`src/rtl/refdet_pkg.sv`:
```
package refdet_pkg;

  typedef enum logic [2:0] {
    ST_IDLE,
    ST_DISCH,
    ST_DETECT,
    ST_SOFT,
    ST_FBWAIT,
    ST_PGDLY,
    ST_ON
  } seq_st_e;

  function automatic int unsigned max2(input int unsigned a, input int unsigned b);
    return (a > b) ? a : b;
  endfunction

endpackage

```
`src/rtl/refdet_sync.sv`:
```
module refdet_sync #(
  parameter int unsigned W      = 1,
  parameter int unsigned STAGES = 2
) (
  input  logic         clk_i,
  input  logic         rst_ni,
  input  logic [W-1:0] d_i,
  output logic [W-1:0] q_o
);
  logic [STAGES-1:0][W-1:0] stg_q;

  always_ff @(posedge clk_i or negedge rst_ni) begin
    if (!rst_ni) stg_q[0] <= '0;
    else         stg_q[0] <= d_i;
  end

  for (genvar i = 1; i < STAGES; i++) begin : g_stg
    always_ff @(posedge clk_i or negedge rst_ni) begin
      if (!rst_ni) stg_q[i] <= '0;
      else         stg_q[i] <= stg_q[i-1];
    end
  end

  assign q_o = stg_q[STAGES-1];
endmodule

```
`src/rtl/refdet_timer.sv`:
```
module refdet_timer #(
  parameter int unsigned CW = 8
) (
  input  logic          clk_i,
  input  logic          rst_ni,
  input  logic          load_i,
  input  logic [CW-1:0] val_i,
  output logic          zero_o
);
  logic [CW-1:0] cnt_q;

  always_ff @(posedge clk_i or negedge rst_ni) begin
    if (!rst_ni)           cnt_q <= '0;
    else if (load_i)       cnt_q <= val_i;
    else if (cnt_q != '0)  cnt_q <= cnt_q - 1'b1;
  end

  assign zero_o = (cnt_q == '0);
endmodule

```
`src/rtl/refdet_fsm.sv`:
```
module refdet_fsm
  import refdet_pkg::*;
#(
  parameter int unsigned CW      = 8,
  parameter int unsigned DISCH_C = 125,
  parameter int unsigned DET_C   = 32,
  parameter int unsigned SS_C    = 2000,
  parameter int unsigned PG_C    = 1060
) (
  input  logic          clk_i,
  input  logic          rst_ni,
  input  logic          en_i,
  input  logic          det_s_i,
  input  logic          fb_s_i,
  input  logic          tmr_zero_i,
  output logic          ld_o,
  output logic [CW-1:0] ld_val_o,
  output logic          dischg_o,
  output logic          ext_ref_o,
  output logic          ss_done_o,
  output logic          pgood_o,
  output logic          thr_sel_o
);
  // timer counts down to zero, so load length-1
  localparam logic [CW-1:0] DISCH_LD = CW'(DISCH_C - 1);
  localparam logic [CW-1:0] DET_LD   = CW'(DET_C - 1);
  localparam logic [CW-1:0] SS_LD    = CW'(SS_C - 1);
  localparam logic [CW-1:0] PG_LD    = CW'(PG_C - 1);

  seq_st_e st_q, st_d;
  logic    win_q, win_d;
  logic    ext_q, ext_d;
  logic    ss_q,  ss_d;

  always_ff @(posedge clk_i or negedge rst_ni) begin
    if (!rst_ni) begin
      st_q  <= ST_IDLE;
      win_q <= 1'b0;
      ext_q <= 1'b0;
      ss_q  <= 1'b0;
    end else begin
      st_q  <= st_d;
      win_q <= win_d;
      ext_q <= ext_d;
      ss_q  <= ss_d;
    end
  end

  always_comb begin
    st_d     = st_q;
    win_d    = win_q;
    ext_d    = ext_q;
    ss_d     = ss_q;
    ld_o     = 1'b0;
    ld_val_o = '0;
    if (!en_i) begin
      st_d  = ST_IDLE;
      win_d = 1'b0;
      ext_d = 1'b0;
      ss_d  = 1'b0;
    end else begin
      unique case (st_q)
        ST_IDLE: begin
          st_d     = ST_DISCH;
          ld_o     = 1'b1;
          ld_val_o = DISCH_LD;
        end
        ST_DISCH: begin
          if (tmr_zero_i) begin
            st_d     = ST_DETECT;
            win_d    = 1'b1;
            ld_o     = 1'b1;
            ld_val_o = DET_LD;
          end
        end
        ST_DETECT: begin
          win_d = win_q & det_s_i;
          if (tmr_zero_i) begin
            ext_d    = win_q & det_s_i;
            st_d     = ST_SOFT;
            ld_o     = 1'b1;
            ld_val_o = SS_LD;
          end
        end
        ST_SOFT: begin
          if (tmr_zero_i) begin
            ss_d = 1'b1;
            if (ext_q || fb_s_i) begin
              st_d     = ST_PGDLY;
              ld_o     = 1'b1;
              ld_val_o = PG_LD;
            end else begin
              st_d = ST_FBWAIT;
            end
          end
        end
        ST_FBWAIT: begin
          if (fb_s_i) begin
            st_d     = ST_PGDLY;
            ld_o     = 1'b1;
            ld_val_o = PG_LD;
          end
        end
        ST_PGDLY: begin
          if (tmr_zero_i) st_d = ST_ON;
        end
        ST_ON: ;
        default: st_d = ST_IDLE;
      endcase
    end
  end

  // enable gates every output so a drop clears them in the same cycle
  assign dischg_o  = en_i && (st_q == ST_DISCH);
  assign ext_ref_o = en_i && ext_q;
  assign ss_done_o = en_i && ss_q;
  assign pgood_o   = en_i && (st_q == ST_ON);
  assign thr_sel_o = en_i && (ext_q || (st_q == ST_ON));
endmodule

```
`src/rtl/refdet_seq.sv`:
```
module refdet_seq
  import refdet_pkg::*;
#(
  parameter int unsigned CYC_PER_US = 100,
  parameter int unsigned DISCH_US   = 125,
  parameter int unsigned DET_US     = 32,
  parameter int unsigned SS_US      = 2000,
  parameter int unsigned PG_US      = 1060
) (
  input  logic clk_i,
  input  logic rst_ni,
  input  logic en_i,
  input  logic det_hi_i,
  input  logic fb_near_i,
  output logic dischg_o,
  output logic ext_ref_o,
  output logic ss_done_o,
  output logic pgood_o,
  output logic thr_sel_o
);
  localparam int unsigned DISCH_C = DISCH_US * CYC_PER_US;
  localparam int unsigned DET_C   = DET_US * CYC_PER_US;
  localparam int unsigned SS_C    = SS_US * CYC_PER_US;
  localparam int unsigned PG_C    = PG_US * CYC_PER_US;
  localparam int unsigned MAX_C   = max2(max2(DISCH_C, DET_C), max2(SS_C, PG_C));
  localparam int unsigned CW      = $clog2(MAX_C + 1);

  logic [1:0]    cmp_s;
  logic          ld;
  logic [CW-1:0] ld_val;
  logic          tmr_zero;

  refdet_sync #(.W(2), .STAGES(2)) u_sync (
    .clk_i (clk_i),
    .rst_ni(rst_ni),
    .d_i   ({fb_near_i, det_hi_i}),
    .q_o   (cmp_s)
  );

  refdet_timer #(.CW(CW)) u_tmr (
    .clk_i (clk_i),
    .rst_ni(rst_ni),
    .load_i(ld),
    .val_i (ld_val),
    .zero_o(tmr_zero)
  );

  refdet_fsm #(
    .CW     (CW),
    .DISCH_C(DISCH_C),
    .DET_C  (DET_C),
    .SS_C   (SS_C),
    .PG_C   (PG_C)
  ) u_fsm (
    .clk_i     (clk_i),
    .rst_ni    (rst_ni),
    .en_i      (en_i),
    .det_s_i   (cmp_s[0]),
    .fb_s_i    (cmp_s[1]),
    .tmr_zero_i(tmr_zero),
    .ld_o      (ld),
    .ld_val_o  (ld_val),
    .dischg_o  (dischg_o),
    .ext_ref_o (ext_ref_o),
    .ss_done_o (ss_done_o),
    .pgood_o   (pgood_o),
    .thr_sel_o (thr_sel_o)
  );
endmodule

```
`config.mk`:
```
export PLATFORM = sky130hd
export DESIGN_NAME = refdet_seq
export DESIGN_NICKNAME = d
export VERILOG_FILES = /design/src/rtl/refdet_pkg.sv /design/src/rtl/refdet_sync.sv /design/src/rtl/refdet_timer.sv /design/src/rtl/refdet_fsm.sv /design/src/rtl/refdet_seq.sv
export SDC_FILE = /design/constraint.sdc
export NUM_CORES = 1
export LEC_CHECK = 0
export BUFFER_PORTS_ARGS = -buffer_cell sky130_fd_sc_hd__buf_4
export CORE_AREA = 4 4 61 63
export CTS_BUF_LIST = sky130_fd_sc_hd__clkbuf_8
export CTS_CLUSTER_SIZE = 16
export DETAILED_ROUTE_END_ITERATION = 8
export DIE_AREA = 0 0 65 67
export GPL_TIMING_DRIVEN = 0
export MAX_ROUTING_LAYER = met4
export PLACE_DENSITY_LB_ADDON = 0.2
export SLEW_MARGIN = 20
export SYNTH_ARGS = -nofsm -noshare
export SYNTH_HDL_FRONTEND = slang
export SYNTH_SLANG_ARGS = --single-unit
```
`constraint.sdc`:
```
create_clock -name clk_i -period 3.9 [get_ports clk_i]
set_input_delay 0.975 -clock clk_i [delete_from_list [all_inputs] [get_ports clk_i]]
set_output_delay 0.975 -clock clk_i [all_outputs]
set_load 0.02 [all_outputs]
```
# --- Word-level counts from Yosys, hierarchy flattened ---
# Index checks and enable logic that the tools add are counted.
word_totals:
  out_inout_bits: 5
  register_bits: 28
  input_bits: 5
  word_cells: 72
classes:
  n_reduce_logical: 16
  n_mux: 31
  eq_ne: 16
  addsub: 1
  n_bitwise: 1
ops:
  columns: ["operator", "count"]
  rows:
  - ["two-way mux 18 bit", 5]
  - ["one-hot mux 18 bit (5 select lines)", 1]
  - ["two-way mux 17 bit", 2]
  - ["one-hot mux 3 bit (7 select lines)", 1]
  - ["zero test 18 bit", 1]
  - ["two-way mux 3 bit", 6]
  - ["nonzero test 18 bit", 1]
  - ["subtractor 18 x 1 -> 18 bit (second input constant)", 1]
  - ["!= test 3 bit (second input constant)", 5]
  - ["two-way mux 1 bit", 13]
  - ["two-way mux 12 bit", 1]
  - ["equality test 3 bit (second input constant)", 3]
  - ["equality test 3 x 2 -> 1 bit (second input constant)", 2]
  - ["!= test 2 x 1 -> 1 bit (second input constant)", 3]
  - ["AND reduction 2 bit", 3]
  - ["AND reduction 6 bit", 1]
  - ["logical AND 1 bit", 5]
  - ["one-hot mux 1 bit (4 select lines)", 1]
  - ["equality test 3 x 1 -> 1 bit (second input constant)", 1]
  - ["zero test 3 bit", 1]
  - ["!= test 3 x 1 -> 1 bit (second input constant)", 1]
  - ["logical OR 1 bit", 2]
  - ["!= test 2 bit (second input constant)", 1]
  - ["one-hot mux 1 bit (2 select lines)", 1]
  - ["3 further kinds", 3]

# --- Longest topological paths before layout ---
depth:
  word_depth: 6
  mapped_depth: 8
  depth_no_buf: 7

# --- Modules after synthesis ---
# From an unflattened synthesis, not the netlist that was laid out.
hier_totals:
  cells_unflattened: 211
  area_unflattened_um2: 1871.8
by_module_without_submodules:
  columns: ["module", "cells_per_inst", "area_per_inst_um2", "instances"]
  rows:
  - ["refdet_timer", 127, 1141.1, 1]
  - ["refdet_fsm", 78, 615.6, 1]
  - ["refdet_sync", 6, 115.1, 1]

# --- Worst setup path before layout ---
# OpenSTA, ideal clock, no wires.
synth_timing:
  path_kind: "input port to output port"
  from: "input en_i"
  to: "output thr_sel_o"
  required_ns: 2.925
  path_stages: 3
  slack_ns: 1.244
  t_arrival_ns: 1.681
  cell_sequence: "buf_4 and3_1 or2_2"
synth_via:
  elab_chain_len: 1
synth_lines:
  columns: ["element", "line", "text"]
  rows:
  - ["from (decl)", "refdet_seq.sv:12", "input logic en_i,"]
  - ["logical AND 1 bit", "refdet_fsm.sv:118", "assign thr_sel_o = en_i && (ext_q || (st_q == ST_ON));"]
  - ["to (decl)", "refdet_seq.sv:19", "output logic thr_sel_o"]
# Every way passes these cells.

# --- Final worst setup path ---
# Ends and elaborated chain as after synthesis.

==> results.py <==
metrics = {
    "logic_synthesis": {
        "ys_warn_count": 0,
        "synth_top_area_frac": 0.411,
        "synth_top_area_cell": "dfrtp_1",
        "synth_fp_nets": 182,
        "synth_top_family_by_area": "simple AND/OR/NAND/NOR gates",
        "synthSimpleGateAreaFrac": 0.300,
        "yosysMostFrequentCell": "dfrtp_1",
        "avgSynthCellArea_um2": 9.74,
        "ys.flop_type": "dfrtp_1",
        "async_flop_share": 1.00,
        "synth_edf_count": 0,
        "synthTopCellsByCount": "dfrtp_1 (28), nor2_1 (18), nand2_1 (13), o21ai_0 (13), xnor2_1 (9)",
        "synth.yosys.seq_area_share": 0.411,
        "synth-xor-area-share": 0.0720,
        "muxShareOfSynthArea": 0,
        "yosys-top-cells-area": "dfrtp_1 (41%), xnor2_1 (4.6%), nor2_1 (4.0%)",
        "synth_cell_types": 53,
        "ys_ff_latch": 28,
        "synthCells": 175,
        "synth_fa_ha_area_frac": 0.0147,
        "synth_area_um2": 1700,
        "synth-compound-area-share": 0.172,
    },
    "worst_hold_path": {
        "hp-class": "register to register",
    },
    "outcome": {
        "outcome": "finished clean",
    },
    "clocking": {
        "cts_buffers": 3,
        "clock_sinks": 28,
        "clock_path_buffers": 2,
        "cts_root_buffer": "clkbuf_8",
        "cts_resized": 0,
        "holdBufCountCts": 0,
        "cts_tree": "done",
        "cts_setup_buffers": 0,
        "h-tree-depth": 1,
        "clk_latency_ns": 0.28,
        "clk_pin_slew_ns": 0.09,
    },
    "routing": {
        "vias_per_cell": 6.09,
        "first_iter_violations": 110,
        "firstDrtPassIters": 4,
        "final_antenna_net_count": 0,
        "wl_per_cell_um": 16.3,
        "routed_wl_mm": 3.81,
        "drc": 0,
        "wl_met3_um": 231,
        "vias": 1424,
        "wl_met2_mm": 1.93,
        "met1Wirelength_mm": 1.60,
        "highest_layer": "met4",
    },
    "floorplanning": {
        "rows": 21,
        "fp.dieW_um": 65,
        "start_util": 0.527,
        "die_area_um2": 4360,
        "chipHeight_um": 67,
        "ioPinCount": 10,
        "core_area_um2": 3230,
    },
    "setup_path": {
        "cp-end-kind": "output port",
        "required_ns": 2.92,
        "crit_type": "input port to output port",
        "path_max_fanout": 10,
        "start_kind": "input port",
        "crit_arrival_ns": 1.85,
    },
    "place": {
        "port_buffers": 9,
        "gp_congestion": 0.920,
        "place_hpwl_mm": 2.80,
    },
    "sta": {
        "finClkSkew_ns": 0.00607,
        "drv_slew": 0,
        "worst_hold_slack_ns": 0.361,
        "hold_viol_final": 0,
        "period_share": 0.725,
        "rsz0062_at_grt": "false",
        "worstMarginPinSlew_ns": 0.538,
        "setup_tns_ns": 0,
        "finalCriticalPeriod_ns": 2.83,
        "setup_violations": 0,
        "max_slew_margin": 0.638,
        "fmax_mhz": 354,
    },
    "grt": {
        "grt_use_total": 0.204,
        "antenna_found_initial": 0,
        "grt_max_degree": 29,
        "grt_pass1_wl_mm": 6.76,
        "first_global_vias": 1413,
        "overflow": 0,
    },
    "power_and_ir_drop": {
        "ir_drop_mv": 0.189,
        "power_density_nw_per_um2": 393,
        "p_total_w": 0.000740,
        "p_leak_nw": 0.782,
    },
    "run": {
        "cap_violations": 0,
    },
    "final_layout": {
        "antenna_cells": 0,
        "fin_nets": 196,
        "area_growth_pct": 10.6,
        "drive_above_1_share": 0.181,
    },
}
==> per-layer routing <==
metal | track usage | vias up
met5 | - | -
li1 | - | 659
met2 | 0.344 | 51
met3 | 0.0270 | 8
met4 | 0.0501 | 0
met1 | 0.262 | 706
==> metrics by stage <==
step / cells / setup slack (ns) / cell area (um2) / utilization
4_1_cts: 234 / 1.07 / 1880 / 0.583
2_1_floorplan: 175 / 1.24 / 1700 / -
3_3_place_gp: 230 / 1.08 / 1830 / 0.566
3_5_place_dp: 230 / 1.07 / 1830 / 0.566
6_report: 234 / 1.07 / 1880 / 0.583
5_1_grt: 234 / 1.02 / 1880 / 0.583
==> final timing paths <==
check | cells after the start | startpoint | slack, ns | endpoint
min in group asynchronous | 1 | rst_ni | 0.60 | u_tmr.cnt_q[0]$_DFFE_PN0P_
setup / recovery | 5 | en_i | 1.07 | thr_sel_o
max in group asynchronous | 1 | rst_ni | 3.02 | u_tmr.cnt_q[14]$_DFFE_PN0P_
setup reg to reg | 7 | u_tmr.cnt_q[0]$_DFFE_PN0P_ | 1.75 | u_tmr.cnt_q[4]$_DFFE_PN0P_
hold / removal | 0 | u_sync.stg_q[0]$_DFF_PN0_ | 0.36 | u_sync.q_o[0]$_DFF_PN0_
hold reg to reg | 0 | u_sync.stg_q[0]$_DFF_PN0_ | 0.36 | u_sync.q_o[0]$_DFF_PN0_
==> state kept, by name, indices dropped and copies added, names as in the netlist <==
name,flops
u_tmr.cnt_q,18
u_fsm.st_q,3
u_sync.q_o,2
u_sync.stg_q,2
u_fsm.ext_q,1
u_fsm.ss_q,1
u_fsm.win_q,1
==> final cells by class <==
| type | instances | area, um2 |
|---|---|---|
| Sequential cell | 28 | 701 |
| Clock buffer | 4 | 55.1 |
| Buffer | 5 | 30.0 |
| Timing Repair Buffer | 9 | 67.6 |
| Multi-Input combinational cell | 136 | 951 |
| Fill cell | 294 | 1350 |
| Inverter | 6 | 22.5 |
| Tap cell | 46 | 57.6 |
==> report_power, final <==
part | total, W | internal [W] | switching (W) | leakage [nW]
sequential | 0.000383 | 0.000325 | 0.0000581 | 0.348
clock | 0.000183 | 0.0000905 | 0.0000928 | 0.0288
combinational | 0.000174 | 0.0000831 | 0.0000910 | 0.404
==> layout by cell type, fill, tap and decap left out, types with 3 or more instances in the layout <==
cell type  count
dfrtp_1       28
nor2_1        18
nand2_1       13
o21ai_0       13
buf_4         10
xnor2_1        9
inv_1          6
nand3_1        6
a21oi_1        6
nand4_1        5
xor2_1         5
nor3_1         4
clkbuf_8       4
clkbuf_1       3
nor3_4         3
nor4_1         3
a21boi_0       3
==> cell families (layout without fill, tap and decap cells) <==
group / after synthesis / in the layout
compound gates: 42 / 42
xor+xnor: 14 / 14
fa+ha+maj: 2 / 2
buf+inv: 11 / 24
flops: 28 / 28
simple gates: 78 / 78
==> worst max-delay path: stages <==
cell and delay, ns:
buf_4 0.13, buf_4 0.16, and3_1 0.16, or2_2 0.27, buf_4 0.16
Note: power is estimated with default switching activity, not from simulation.
